==> config.mk <==
export PLATFORM = sky130hd
export DESIGN_NAME = acc_alu
export DESIGN_NICKNAME = d
export VERILOG_FILES = /design/src/rtl/acc_alu_pkg.sv /design/src/rtl/acc_bcd_digit.sv /design/src/rtl/acc_alu_core.sv /design/src/rtl/acc_alu.sv
export SDC_FILE = /design/constraint.sdc
export NUM_CORES = 1
export LEC_CHECK = 0
export BUFFER_PORTS_ARGS = -buffer_cell sky130_fd_sc_hd__buf_2
export CAP_MARGIN = 10
export CORE_MARGIN = 2
export CORE_UTILIZATION = 50
export DETAILED_ROUTE_END_ITERATION = 16
export GPL_ROUTABILITY_DRIVEN = 0
export GPL_TIMING_DRIVEN = 0
export PLACE_DENSITY = 0.69
export SLEW_MARGIN = 10
export SYNTH_ARGS = -nofsm -noshare
export SYNTH_HDL_FRONTEND = slang
export SYNTH_SLANG_ARGS = --single-unit
==> constraint.sdc <==
create_clock -name clk -period 3.96 [get_ports clk]
set_clock_uncertainty 0.2 [all_clocks]
set_input_delay 0.198 -clock clk [delete_from_list [all_inputs] [get_ports clk]]
set_output_delay 0.198 -clock clk [all_outputs]
set_load 0.005 [all_outputs]
==> src/rtl/acc_alu_pkg.sv <==
package acc_alu_pkg;

  typedef enum logic [4:0] {
    OP_NOP  = 5'd0,
    OP_ADC  = 5'd1,
    OP_SBC  = 5'd2,
    OP_AND  = 5'd3,
    OP_ORA  = 5'd4,
    OP_EOR  = 5'd5,
    OP_ASL  = 5'd6,
    OP_LSR  = 5'd7,
    OP_ROL  = 5'd8,
    OP_ROR  = 5'd9,
    OP_CMP  = 5'd10,
    OP_BIT  = 5'd11,
    OP_SEC  = 5'd12,
    OP_CLC  = 5'd13,
    OP_SEI  = 5'd14,
    OP_CLI  = 5'd15,
    OP_SED  = 5'd16,
    OP_CLD  = 5'd17,
    OP_CLV  = 5'd18,
    OP_PULL = 5'd19,
    OP_PUSH = 5'd20
  } alu_op_e;

  // Bit positions inside the status byte
  localparam int FLG_C   = 0;
  localparam int FLG_Z   = 1;
  localparam int FLG_I   = 2;
  localparam int FLG_D   = 3;
  localparam int FLG_B   = 4;
  localparam int FLG_ONE = 5;
  localparam int FLG_V   = 6;
  localparam int FLG_N   = 7;

  // Flag values produced by the datapath, plus write enables
  typedef struct packed {
    logic n;
    logic v;
    logic z;
    logic c;
    logic nz_we;
    logic v_we;
    logic c_we;
    logic res_we;
  } alu_flags_t;

endpackage

==> src/rtl/acc_bcd_digit.sv <==
module acc_bcd_digit (
  input  logic [3:0] x_i,
  input  logic [3:0] y_i,
  input  logic       sub_i,
  input  logic       carry_i,
  output logic [3:0] dig_o,
  output logic       carry_o
);

  // carry_i/carry_o: for add, 1 = carry; for subtract, 1 = no borrow
  logic [4:0] raw;
  logic       adj;

  always_comb begin
    if (sub_i) begin
      raw = {1'b0, x_i} - {1'b0, y_i} - {4'b0000, ~carry_i};
      adj = raw[4];
      carry_o = ~adj;
      dig_o = adj ? (raw[3:0] - 4'd6) : raw[3:0];
    end else begin
      raw = {1'b0, x_i} + {1'b0, y_i} + {4'b0000, carry_i};
      adj = (raw > 5'd9);
      carry_o = adj;
      dig_o = adj ? (raw[3:0] + 4'd6) : raw[3:0];
    end
  end

endmodule

==> src/rtl/acc_alu_core.sv <==
module acc_alu_core
  import acc_alu_pkg::*;
#(
  parameter int DATA_W = 8
) (
  input  alu_op_e           op_i,
  input  logic [DATA_W-1:0] a_i,
  input  logic [DATA_W-1:0] b_i,
  input  logic              c_i,
  input  logic              d_i,
  output logic [DATA_W-1:0] res_o,
  output alu_flags_t        fl_o
);

  localparam int MSB = DATA_W - 1;
  localparam int NIB = DATA_W / 4;

  // Binary path: subtraction adds the complement
  logic              sub;
  logic [DATA_W-1:0] bb;
  logic [DATA_W:0]   bsum;
  logic              ovf;

  assign sub  = (op_i == OP_SBC);
  assign bb   = sub ? ~b_i : b_i;
  assign bsum = {1'b0, a_i} + {1'b0, bb} + {{DATA_W{1'b0}}, c_i};
  assign ovf  = (a_i[MSB] == bb[MSB]) && (bsum[MSB] != a_i[MSB]);

  // Decimal path: one corrected digit per nibble, carries rippled
  logic [NIB:0]      dc;
  logic [DATA_W-1:0] dsum;

  assign dc[0] = c_i;

  for (genvar g = 0; g < NIB; g++) begin : g_digit
    acc_bcd_digit u_digit (
      .x_i    (a_i[4*g +: 4]),
      .y_i    (b_i[4*g +: 4]),
      .sub_i  (sub),
      .carry_i(dc[g]),
      .dig_o  (dsum[4*g +: 4]),
      .carry_o(dc[g+1])
    );
  end

  logic [DATA_W-1:0] diff;
  logic [DATA_W-1:0] nzsrc;
  assign diff = a_i - b_i;

  always_comb begin
    res_o = '0;
    fl_o  = '0;
    nzsrc = '0;
    unique case (op_i)
      OP_ADC, OP_SBC: begin
        res_o       = d_i ? dsum : bsum[MSB:0];
        fl_o.c      = d_i ? dc[NIB] : bsum[DATA_W];
        fl_o.v      = ovf;
        fl_o.c_we   = 1'b1;
        fl_o.v_we   = 1'b1;
        fl_o.nz_we  = 1'b1;
        fl_o.res_we = 1'b1;
      end
      OP_AND, OP_ORA, OP_EOR: begin
        res_o       = (op_i == OP_AND) ? (a_i & b_i) :
                      (op_i == OP_ORA) ? (a_i | b_i) : (a_i ^ b_i);
        fl_o.nz_we  = 1'b1;
        fl_o.res_we = 1'b1;
      end
      OP_ASL, OP_ROL: begin
        res_o       = {a_i[MSB-1:0], (op_i == OP_ROL) & c_i};
        fl_o.c      = a_i[MSB];
        fl_o.c_we   = 1'b1;
        fl_o.nz_we  = 1'b1;
        fl_o.res_we = 1'b1;
      end
      OP_LSR, OP_ROR: begin
        res_o       = {(op_i == OP_ROR) & c_i, a_i[MSB:1]};
        fl_o.c      = a_i[0];
        fl_o.c_we   = 1'b1;
        fl_o.nz_we  = 1'b1;
        fl_o.res_we = 1'b1;
      end
      OP_CMP: begin
        fl_o.c     = (a_i >= b_i);
        fl_o.c_we  = 1'b1;
        fl_o.nz_we = 1'b1;
      end
      OP_BIT: begin
        fl_o.v     = b_i[MSB-1];
        fl_o.v_we  = 1'b1;
        fl_o.nz_we = 1'b1;
      end
      default: ;
    endcase

    // N and Z source: the difference for compare, the result otherwise
    nzsrc = (op_i == OP_CMP) ? diff : res_o;
    if (op_i == OP_BIT) begin
      fl_o.n = b_i[MSB];
      fl_o.z = ((a_i & b_i) == '0);
    end else begin
      fl_o.n = nzsrc[MSB];
      fl_o.z = (nzsrc == '0);
    end
  end

endmodule

==> src/rtl/acc_alu.sv <==
module acc_alu
  import acc_alu_pkg::*;
#(
  parameter int DATA_W = 8
) (
  input  logic              clk,
  input  logic              rst,
  input  logic [4:0]        op_i,
  input  logic [DATA_W-1:0] a_i,
  input  logic [DATA_W-1:0] b_i,
  input  logic              brk_i,
  output logic [DATA_W-1:0] res_o,
  output logic [7:0]        status_o
);

  alu_op_e           op;
  logic [DATA_W-1:0] alu_res;
  alu_flags_t        fl;
  logic [DATA_W-1:0] res_q;
  logic              f_c, f_z, f_i, f_d, f_v, f_n;
  logic [7:0]        push_byte;

  assign op = alu_op_e'(op_i);

  acc_alu_core #(.DATA_W(DATA_W)) u_core (
    .op_i (op),
    .a_i  (a_i),
    .b_i  (b_i),
    .c_i  (f_c),
    .d_i  (f_d),
    .res_o(alu_res),
    .fl_o (fl)
  );

  assign push_byte = {f_n, f_v, 1'b1, brk_i, f_d, f_i, f_z, f_c};

  always_ff @(posedge clk) begin
    if (rst) begin
      res_q <= '0;
      f_c   <= 1'b0;
      f_z   <= 1'b0;
      f_i   <= 1'b1;
      f_d   <= 1'b0;
      f_v   <= 1'b0;
      f_n   <= 1'b0;
    end else begin
      if (fl.res_we) res_q <= alu_res;
      if (fl.nz_we) begin
        f_n <= fl.n;
        f_z <= fl.z;
      end
      if (fl.v_we) f_v <= fl.v;
      if (fl.c_we) f_c <= fl.c;
      case (op)
        OP_SEC:  f_c <= 1'b1;
        OP_CLC:  f_c <= 1'b0;
        OP_SEI:  f_i <= 1'b1;
        OP_CLI:  f_i <= 1'b0;
        OP_SED:  f_d <= 1'b1;
        OP_CLD:  f_d <= 1'b0;
        OP_CLV:  f_v <= 1'b0;
        OP_PULL: begin
          f_c <= b_i[FLG_C];
          f_z <= b_i[FLG_Z];
          f_i <= b_i[FLG_I];
          f_d <= b_i[FLG_D];
          f_v <= b_i[FLG_V];
          f_n <= b_i[FLG_N];
        end
        OP_PUSH: res_q <= DATA_W'(push_byte);
        default: ;
      endcase
    end
  end

  assign res_o    = res_q;
  assign status_o = {f_n, f_v, 1'b1, 1'b0, f_d, f_i, f_z, f_c};

  // Pushed copy carries the constant bit and the break marker
  assert_push_byte_R12: assert property (@(posedge clk) disable iff (rst)
    (op_i == OP_PUSH) |=> (res_o[FLG_ONE] && (res_o[FLG_B] == $past(brk_i))));

  // Pushing leaves every flag in place
  assert_push_flags_R12: assert property (@(posedge clk) disable iff (rst)
    (op_i == OP_PUSH) |=> $stable(status_o));

  assert_lsr_clears_n_R7: assert property (@(posedge clk) disable iff (rst)
    (op_i == OP_LSR) |=> !status_o[FLG_N]);

  assert_test_keeps_res_R8: assert property (@(posedge clk) disable iff (rst)
    ((op_i == OP_CMP) || (op_i == OP_BIT)) |=> $stable(res_o));

  assert_cmp_carry_R8: assert property (@(posedge clk) disable iff (rst)
    (op_i == OP_CMP) |=> (status_o[FLG_C] == ($past(a_i) >= $past(b_i))));

  assert_sec_R10: assert property (@(posedge clk) disable iff (rst)
    (op_i == OP_SEC) |=> status_o[FLG_C]);

  assert_clv_R10: assert property (@(posedge clk) disable iff (rst)
    (op_i == OP_CLV) |=> !status_o[FLG_V]);

  assert_pull_fixed_R11: assert property (@(posedge clk) disable iff (rst)
    (op_i == OP_PULL) |=> (status_o[FLG_ONE] && !status_o[FLG_B]));

endmodule

# Yosys cells after proc, flatten, opt, wreduce, memory -nomap -nowiden
# Cells that the tools add are included.
[totals] ff_bits=14 in_bits=24 output_inout_bits=16
[classes] mux=35 order_cmp=3 n_reduce_logical=17 eq_ne=22 n_addsub=15 bitwise_logic=10
[op_table] operator="two-way mux 8 bit" count=7
[op_table] operator="equality test 5 x 4 -> 1 bit (second input constant)" count=8
[op_table] operator="one-hot mux 8 bit (4 select lines)" count=1
[op_table] operator="equality test 5 bit (second input constant)" count=5
[op_table] operator="two-way mux 4 bit" count=6
[op_table] operator="equality test 5 x 3 -> 1 bit (second input constant)" count=4
[op_table] operator="zero test 8 bit" count=2
[op_table] operator="two-way mux 1 bit" count=15
[op_table] operator="OR reduction 11 bit" count=1
[op_table] operator="adder 4 x 4 -> 5 bit" count=2
[op_table] operator="adder 5 x 1 -> 5 bit" count=2
[op_table] operator="equality test 5 x 2 -> 1 bit (second input constant)" count=2
[op_table] operator="> comparator 5 x 4 -> 1 bit (second input constant)" count=2
[op_table] operator="subtractor 4 x 4 -> 5 bit" count=2
[op_table] operator="subtractor 5 x 1 -> 5 bit" count=2
[op_table] operator="adder 8 x 8 -> 9 bit" count=1
[op_table] operator="adder 9 x 1 -> 9 bit" count=1
[op_table] operator="one-hot mux 1 bit (3 select lines)" count=3
[op_table] operator="nonzero test 3 bit" count=3
[op_table] operator="OR reduction 9 bit" count=1
[op_table] operator="adder 4 x 3 -> 4 bit (second input constant)" count=2
[op_table] operator="AND 8 bit" count=1
[op_table] operator=">= comparator 8 bit" count=1
[op_table] operator="inverter 8 bit" count=1
[op_table] operator="other kinds (17)" count=27

# Depth between registers and ports, before layout
[depth] ltp_word=16 mapped_depth=21 mapped_depth_nobuf=21

# Hierarchy
# From an unflattened synthesis, not the netlist that was laid out.
[hier_totals] hier_cells=493 hier_area_um2=3870.0
[by_module_without_submodules] module="acc_alu_core" instances=1 seq_area_each_um2=0.0 area_per_inst_um2=1868.0 cells_per_inst=259
[by_module_without_submodules] module="acc_bcd_digit" instances=2 seq_area_each_um2=0.0 area_per_inst_um2=606.8 cells_per_inst=75
[by_module_without_submodules] module="acc_alu" instances=1 seq_area_each_um2=280.3 area_per_inst_um2=788.3 cells_per_inst=84

# Least setup slack after synthesis
# Ideal clock, no wire load.
[synth_path] path_type="reg-to-reg" from="reg f_c" to="reg f_z" arrival_ns=4.009 setup_ns=0.059 slack_ns=-0.308 stages_incl_launch_ff=19 path_cell_list="dfxtp_1 -> inv_1 -> fa_1 -> inv_1 -> fa_1 -> inv_1 -> nand2_1 -> nand2b_1 -> nand3_1 -> o21ai_0 -> fa_1 -> ha_1 -> xor2_1 -> nor2_1 -> a211o_1 -> nand4_1 -> or4_1 -> nor4_1 -> a41o_1"
[synth_via] elab_chain_cells=16
[synth_rtl] element="start, declared" line_no="acc_alu.sv:20" text="logic f_c, f_z, f_i, f_d, f_v, f_n;"
[synth_rtl] element="start signal, assigned" line_no="acc_alu.sv:53" text="if (fl.c_we) f_c <= fl.c;"
[synth_rtl] element="start signal, assigned" line_no="acc_alu.sv:63" text="f_c <= b_i[FLG_C];"
[synth_rtl] element="branches (longest 10 deep; another with adder 5 x 1 -> 5 bit)"
[synth_rtl] element="one-hot mux 8 bit (4 select lines) (*)" line_no="acc_alu_core.sv:54" text="unique case (op_i)"
[synth_rtl] element="two-way mux 8 bit (*)" line_no="acc_alu_core.sv:98" text="nzsrc = (op_i == OP_CMP) ? diff : res_o;"
[synth_rtl] element="zero test 8 bit (*)" line_no="acc_alu_core.sv:104" text="fl_o.z = (nzsrc == '0);"
[synth_rtl] element="two-way mux 1 bit (*)" line_no="acc_alu_core.sv:99" text="if (op_i == OP_BIT) begin"
[synth_rtl] element="two-way mux 1 bit (*)" line_no="acc_alu.sv:48" text="if (fl.nz_we) begin"
[synth_rtl] element="two-way mux 1 bit (*)" line_no="acc_alu.sv:54" text="case (op)"
[synth_rtl] element="end signal, assigned" line_no="acc_alu.sv:50" text="f_z <= fl.z;"
[synth_rtl] element="end signal, assigned" line_no="acc_alu.sv:64" text="f_z <= b_i[FLG_Z];"
[synth_rtl] element="end, declared" line_no="acc_alu.sv:20"
# Mark *: on every way between the ends. The select of a mux whose other input is x is not followed.
# A chain may end at the register's enable or synchronous reset.

# Worst setup path after layout
# Ends and elaborated chain as after synthesis.

==> run_results.csv <==
group,metric,value,unit
worst_setup_path,timing.critical_path.required,3.95,ns
pwr,intPower,0.572,mW
pwr,power.net_switching,0.463,mW
logic_synthesis,synth_edf_count,0,
logic_synthesis,simple_gate_area_share_of_the_yosys_netlist,23.5,%
layout,post_route_cells_drive_above_1_share,23.7,%
status,failed_checks,"setup timing",
layout,design.final.nets,624,
clocking,insertion_delay,0.25,ns
detailed_routing,detail_route.drc_violations,0,
clocking,tritoncts_clock_tree,"yes",
pwr,switching_share,44.7,%
layout,multi_input_area,0.00313,mm2
clocking,h_tree_depth,1,
pwr,p_clk_share,13.4,%
grt,wire_length_of_the_first_global_routing_pass,17600,um
logic_synthesis,yosysSeqAreaShare,8.00,%
sta,final_critical_path_setup_slack,-0.372,ns
place,place.port_buffers,35,
layout,filler_cell_count,611,
sta,finalSetupViolCount,6,
clocking,clk_root_buffer_cell,"sky130_fd_sc_hd__clkbuf_8",
worst_setup_path,timing.critical_path.to_type,"register",
run,maxCapViolCount,0,
worst_setup_path,worst_r2r_startpoint,"f_c$_SDFFE_PP0P_",
worst_setup_path,startpoint,"f_c$_SDFFE_PP0P_",
worst_setup_path,setup.worst_path.class,"register to register",
worst_setup_path,path_common_cell,"sky130_fd_sc_hd__fa_2",
worst_setup_path,max_stage_delay,0.58,ns
grt,globalRoute.totalOverflow,0,
grt,first_global_vias,3557,
logic_synthesis,syn_avg_cell_area,7.27,um2
die,floorplan.die.height,87.7,um
logic_synthesis,synth_xor_area_share,8.00,%
detailed_routing,routed-via-count,3870,
layout,finalNonFillerCells,637,
worst_setup_path,worstPathCellList,"inv_4 > fa_2 > inv_2 > fa_2 > inv_2 > nand2_2 > nand2b_1 > nand3_2 > o21ai_4 > fa_2 > ha_4 > xor2_2 > nor2_1 > a211o_1 > nand4_1 > or4_1 > nor4_2 > a41o_1",
sta,max_freq,231,MHz
sta,period_utilization,109,%
worst_setup_path,ff2ff_setup_slack,-0.37,ns
pwr,combinationalPowerShare,71.1,%
hold_path,holdCritPathClass,"input port to register",
die,floorplan.core_area,0.00679,mm2
clocking,clk_pin_slew,0.06,ns
logic_synthesis,netlist_instances,482,
layout,finalInstanceArea,0.00424,mm2
layout,num_antenna_cells,0,
logic_synthesis,synth_seq_cells,14,
worst_setup_path,timing.critical_path.slowest_stage_cell,"sky130_fd_sc_hd__or4_1",
sta,rsz0062_at_grt,"yes",
worst_setup_path,timing.critical_path.to,"f_z$_SDFFE_PP0P_",
sta,holdWs,0.00334,ns
detailed_routing,detail_route.vias_per_cell,6.08,
grt,grt_antenna_before_repair,0,
worst_setup_path,r2r-end,"f_z$_SDFFE_PP0P_",
clocking,tritoncts_num_sinks,14,
sta,final-max-slew-violation-count,0,
clocking,clock_path_buffers,2,
place,placed_area,0.00389,mm2
grt,grt_start_max_net_pins,13,
sta,relSlewSlack,57.4,%
logic_synthesis,number_of_distinct_standard_cells_referenced_by_the_synthesized_netlist,66,
layout,leading_cell_type_in_the_layout_fill_and_taps_excluded,"sky130_fd_sc_hd__nor2_1",
sta,final_hold_viol_count,0,
pwr,total_leakage_power,1.86,nW
logic_synthesis,mappedNetlistArea,0.00350,mm2
logic_synthesis,yosys_warning_count,0,
place,dp_cells,613,
pwr,p_seq_share,15.5,%
detailed_routing,drtAntennaViolNets,0,
detailed_routing,avgRoutedWirePerCell,17.9,um
logic_synthesis,combinational_family_with_the_most_area_after_synthesis,"compound AO/OA/AOI/OAI gates",
layout,most-common-layout-cells,"51 x sky130_fd_sc_hd__nor2_1, 44 x sky130_fd_sc_hd__ha_1, 40 x sky130_fd_sc_hd__buf_2, 36 x sky130_fd_sc_hd__nand2_1, 32 x sky130_fd_sc_hd__o21ai_0",
die,core.rowCount,30,
layout,register_area,284,um2
pwr,overall_power,1.04,mW
place,place.detailed.hpwl,8800,um
die,start_util,51.5,%
logic_synthesis,post_synth_fa_ha_maj_area_fraction,23.1,%
grt,grt_usage,29.0,%
worst_setup_path,arrival,4.33,ns
logic_synthesis,area_fraction_in_compound_gates_after_synthesis,24.9,%
pwr,power_density,244,mW/mm2
logic_synthesis,async_reset_ff_share,0,%
die,ios,40,
die,die_x,87.7,um
detailed_routing,wl,11400,um
clocking,clock_buffer_count_from_cts,3,
detailed_routing,initialDrtViolationCount,388,
worst_setup_path,worstPathMaxFanout,4,
die,dieArea,0.00769,mm2
logic_synthesis,nets_in_the_synthesized_netlist,564,
worst_setup_path,worst_setup_path_start_kind,"register",
detailed_routing,drt_pre_antenna_iters,5,
logic_synthesis,muxShareOfSynthArea,3.61,%
layout,area_growth,21.0,%
sta,finalSetupTns,-1.38,ns
sta,timing.final.crit_period,4.33,ns
sta,timing_worst_slew_pin_value,0.639,ns
logic_synthesis,synthFlopType,"sky130_fd_sc_hd__dfxtp_1",
pwr,peakVddDrop,0.108,mV
status,status,"complete, but fails checks",
worst_setup_path,reg2reg_path_depth,18,
[how the worst min path moves through the flow]
stage          cells after the start                    end  start  slack (ns)
6_report                           3  res_o[4]$_SDFFE_PP0P_  brk_i       0.003
5_1_grt                            3  res_o[4]$_SDFFE_PP0P_  brk_i        0.02
4_1_cts                            3  res_o[4]$_SDFFE_PP0P_  brk_i       0.006
3_5_place_dp                       2  res_o[7]$_SDFFE_PP0P_    rst        0.26
3_3_place_gp                       2  res_o[7]$_SDFFE_PP0P_    rst        0.26
2_1_floorplan                      1  res_o[7]$_SDFFE_PP0P_    rst        0.07
[logic make-up (layout without fill, tap and decap cells)]
logic type      count (synthesis)  after routing
other cells                     2              2
xor+xnor                       32             32
compound gates                128            128
simple gates                  169            169
buf+inv                        69            128
fa+ha+maj                      58             58
mux                            10             10
flops                          14             14
[layer usage]
| metal | GRT usage (%) | part of all wire, % | vias to the layer above |
|---|---|---|---|
| met3 | 1.60 | 6.9 | 43 |
| met4 | 8.67 | 3.3 | 0 |
| met1 | 38.3 | 42 | 1796 |
| met2 | 50.8 | 48 | 207 |
| met5 | 0 | 0 | - |
| li1 | - | - | 1824 |
[repair_timing]
| action | in CTS | in global routing |
|---|---|---|
| gates resized for setup | 17 | 15 |
| hold endpoints to repair | 1 | 0 |
| hold buffers | 1 | 0 |
| buffers inserted | 12 | 7 |
| setup endpoints to repair | 8 | 7 |
| pin swaps | 11 | 8 |
[power by group through the flow]
stage,sequential [mW],combinational (mW),clock [mW]
2_1_floorplan,0.163,0.451,0
3_3_place_gp,0.163,0.593,0
3_5_place_dp,0.164,0.608,0
4_1_cts,0.160,0.668,0.140
5_1_grt,0.162,0.797,0.149
6_report,0.160,0.736,0.139
[flip-flops by register name (all words and copies together) (netlist names)]
signal	count
res_o	8
f_c	1
f_d	1
f_i	1
f_n	1
f_v	1
f_z	1
[cell usage after synthesis (2+ instances only)]
cell | count | area (um2)
sky130_fd_sc_hd__o21bai_1 | 4 | 30.0
sky130_fd_sc_hd__a2111oi_0 | 2 | 17.5
sky130_fd_sc_hd__and3_1 | 6 | 37.5
sky130_fd_sc_hd__mux2i_1 | 7 | 70.1
sky130_fd_sc_hd__nor2b_1 | 16 | 100
sky130_fd_sc_hd__o21ai_0 | 34 | 170
sky130_fd_sc_hd__or2_2 | 5 | 31.3
sky130_fd_sc_hd__o21a_1 | 3 | 22.5
sky130_fd_sc_hd__a21o_1 | 3 | 22.5
sky130_fd_sc_hd__a211oi_1 | 5 | 37.5
sky130_fd_sc_hd__o311ai_0 | 3 | 26.3
sky130_fd_sc_hd__a311oi_1 | 2 | 17.5
sky130_fd_sc_hd__xor2_1 | 8 | 70.1
sky130_fd_sc_hd__nand3_1 | 9 | 45.0
sky130_fd_sc_hd__nand2b_1 | 5 | 31.3
sky130_fd_sc_hd__nor3_2 | 2 | 20.0
sky130_fd_sc_hd__nor4_1 | 4 | 25.0
sky130_fd_sc_hd__nand2_1 | 38 | 143
sky130_fd_sc_hd__nor3b_1 | 3 | 22.5
sky130_fd_sc_hd__a222oi_1 | 4 | 40.0
sky130_fd_sc_hd__buf_4 | 8 | 60.1
sky130_fd_sc_hd__nor3_1 | 16 | 80.1
sky130_fd_sc_hd__ha_1 | 47 | 588
sky130_fd_sc_hd__a22oi_1 | 2 | 15.0
sky130_fd_sc_hd__inv_1 | 39 | 146
sky130_fd_sc_hd__a221oi_1 | 9 | 78.8
sky130_fd_sc_hd__conb_1 | 2 | 7.51
sky130_fd_sc_hd__nor2_1 | 52 | 195
sky130_fd_sc_hd__o2bb2ai_1 | 2 | 17.5
sky130_fd_sc_hd__buf_2 | 5 | 25.0
sky130_fd_sc_hd__clkbuf_1 | 15 | 56.3
sky130_fd_sc_hd__a21oi_1 | 26 | 130
sky130_fd_sc_hd__xnor2_1 | 24 | 210
sky130_fd_sc_hd__a221o_1 | 3 | 30.0
sky130_fd_sc_hd__and2_1 | 3 | 18.8
sky130_fd_sc_hd__fa_1 | 11 | 220
sky130_fd_sc_hd__nand3b_1 | 2 | 15.0
sky130_fd_sc_hd__o211ai_1 | 2 | 15.0
sky130_fd_sc_hd__nand4_1 | 3 | 18.8
sky130_fd_sc_hd__a31oi_1 | 6 | 37.5
sky130_fd_sc_hd__o22ai_1 | 2 | 12.5
sky130_fd_sc_hd__a2bb2oi_1 | 3 | 26.3
sky130_fd_sc_hd__dfxtp_1 | 14 | 280
[area by class of cell]
class | instances | share of cell area, %
clock buffer | 4 | 1.30
multi-input combinational | 399 | 74.0
timing repair buffer | 55 | 7.83
sequential | 14 | 6.70
buffer | 30 | 3.78
inverter | 39 | 3.60
tap | 96 | 2.84
[worst max-delay path, delay by kind of cell, from the launching register on]
family | cells | cell delay [ns]
AOI/OAI and AO/OA | 3 | 0.47
DFF | 1 | 0.38
buffers and inverters | 3 | 0.20
and+or+nand+nor | 7 | 1.31
adders and majority gates | 4 | 1.56
xor gates and xnor gates | 1 | 0.15
[stage by stage]
stage	util [%]	worst slack, ns
after global routing	62.4	-0.485
after detailed placement	57.3	-0.976
after floorplan	-	0.00224
final	62.4	-0.372
after global placement	57.3	-1.02
after CTS	60.6	-0.293
Note: power is estimated with default switching activity, not from simulation.
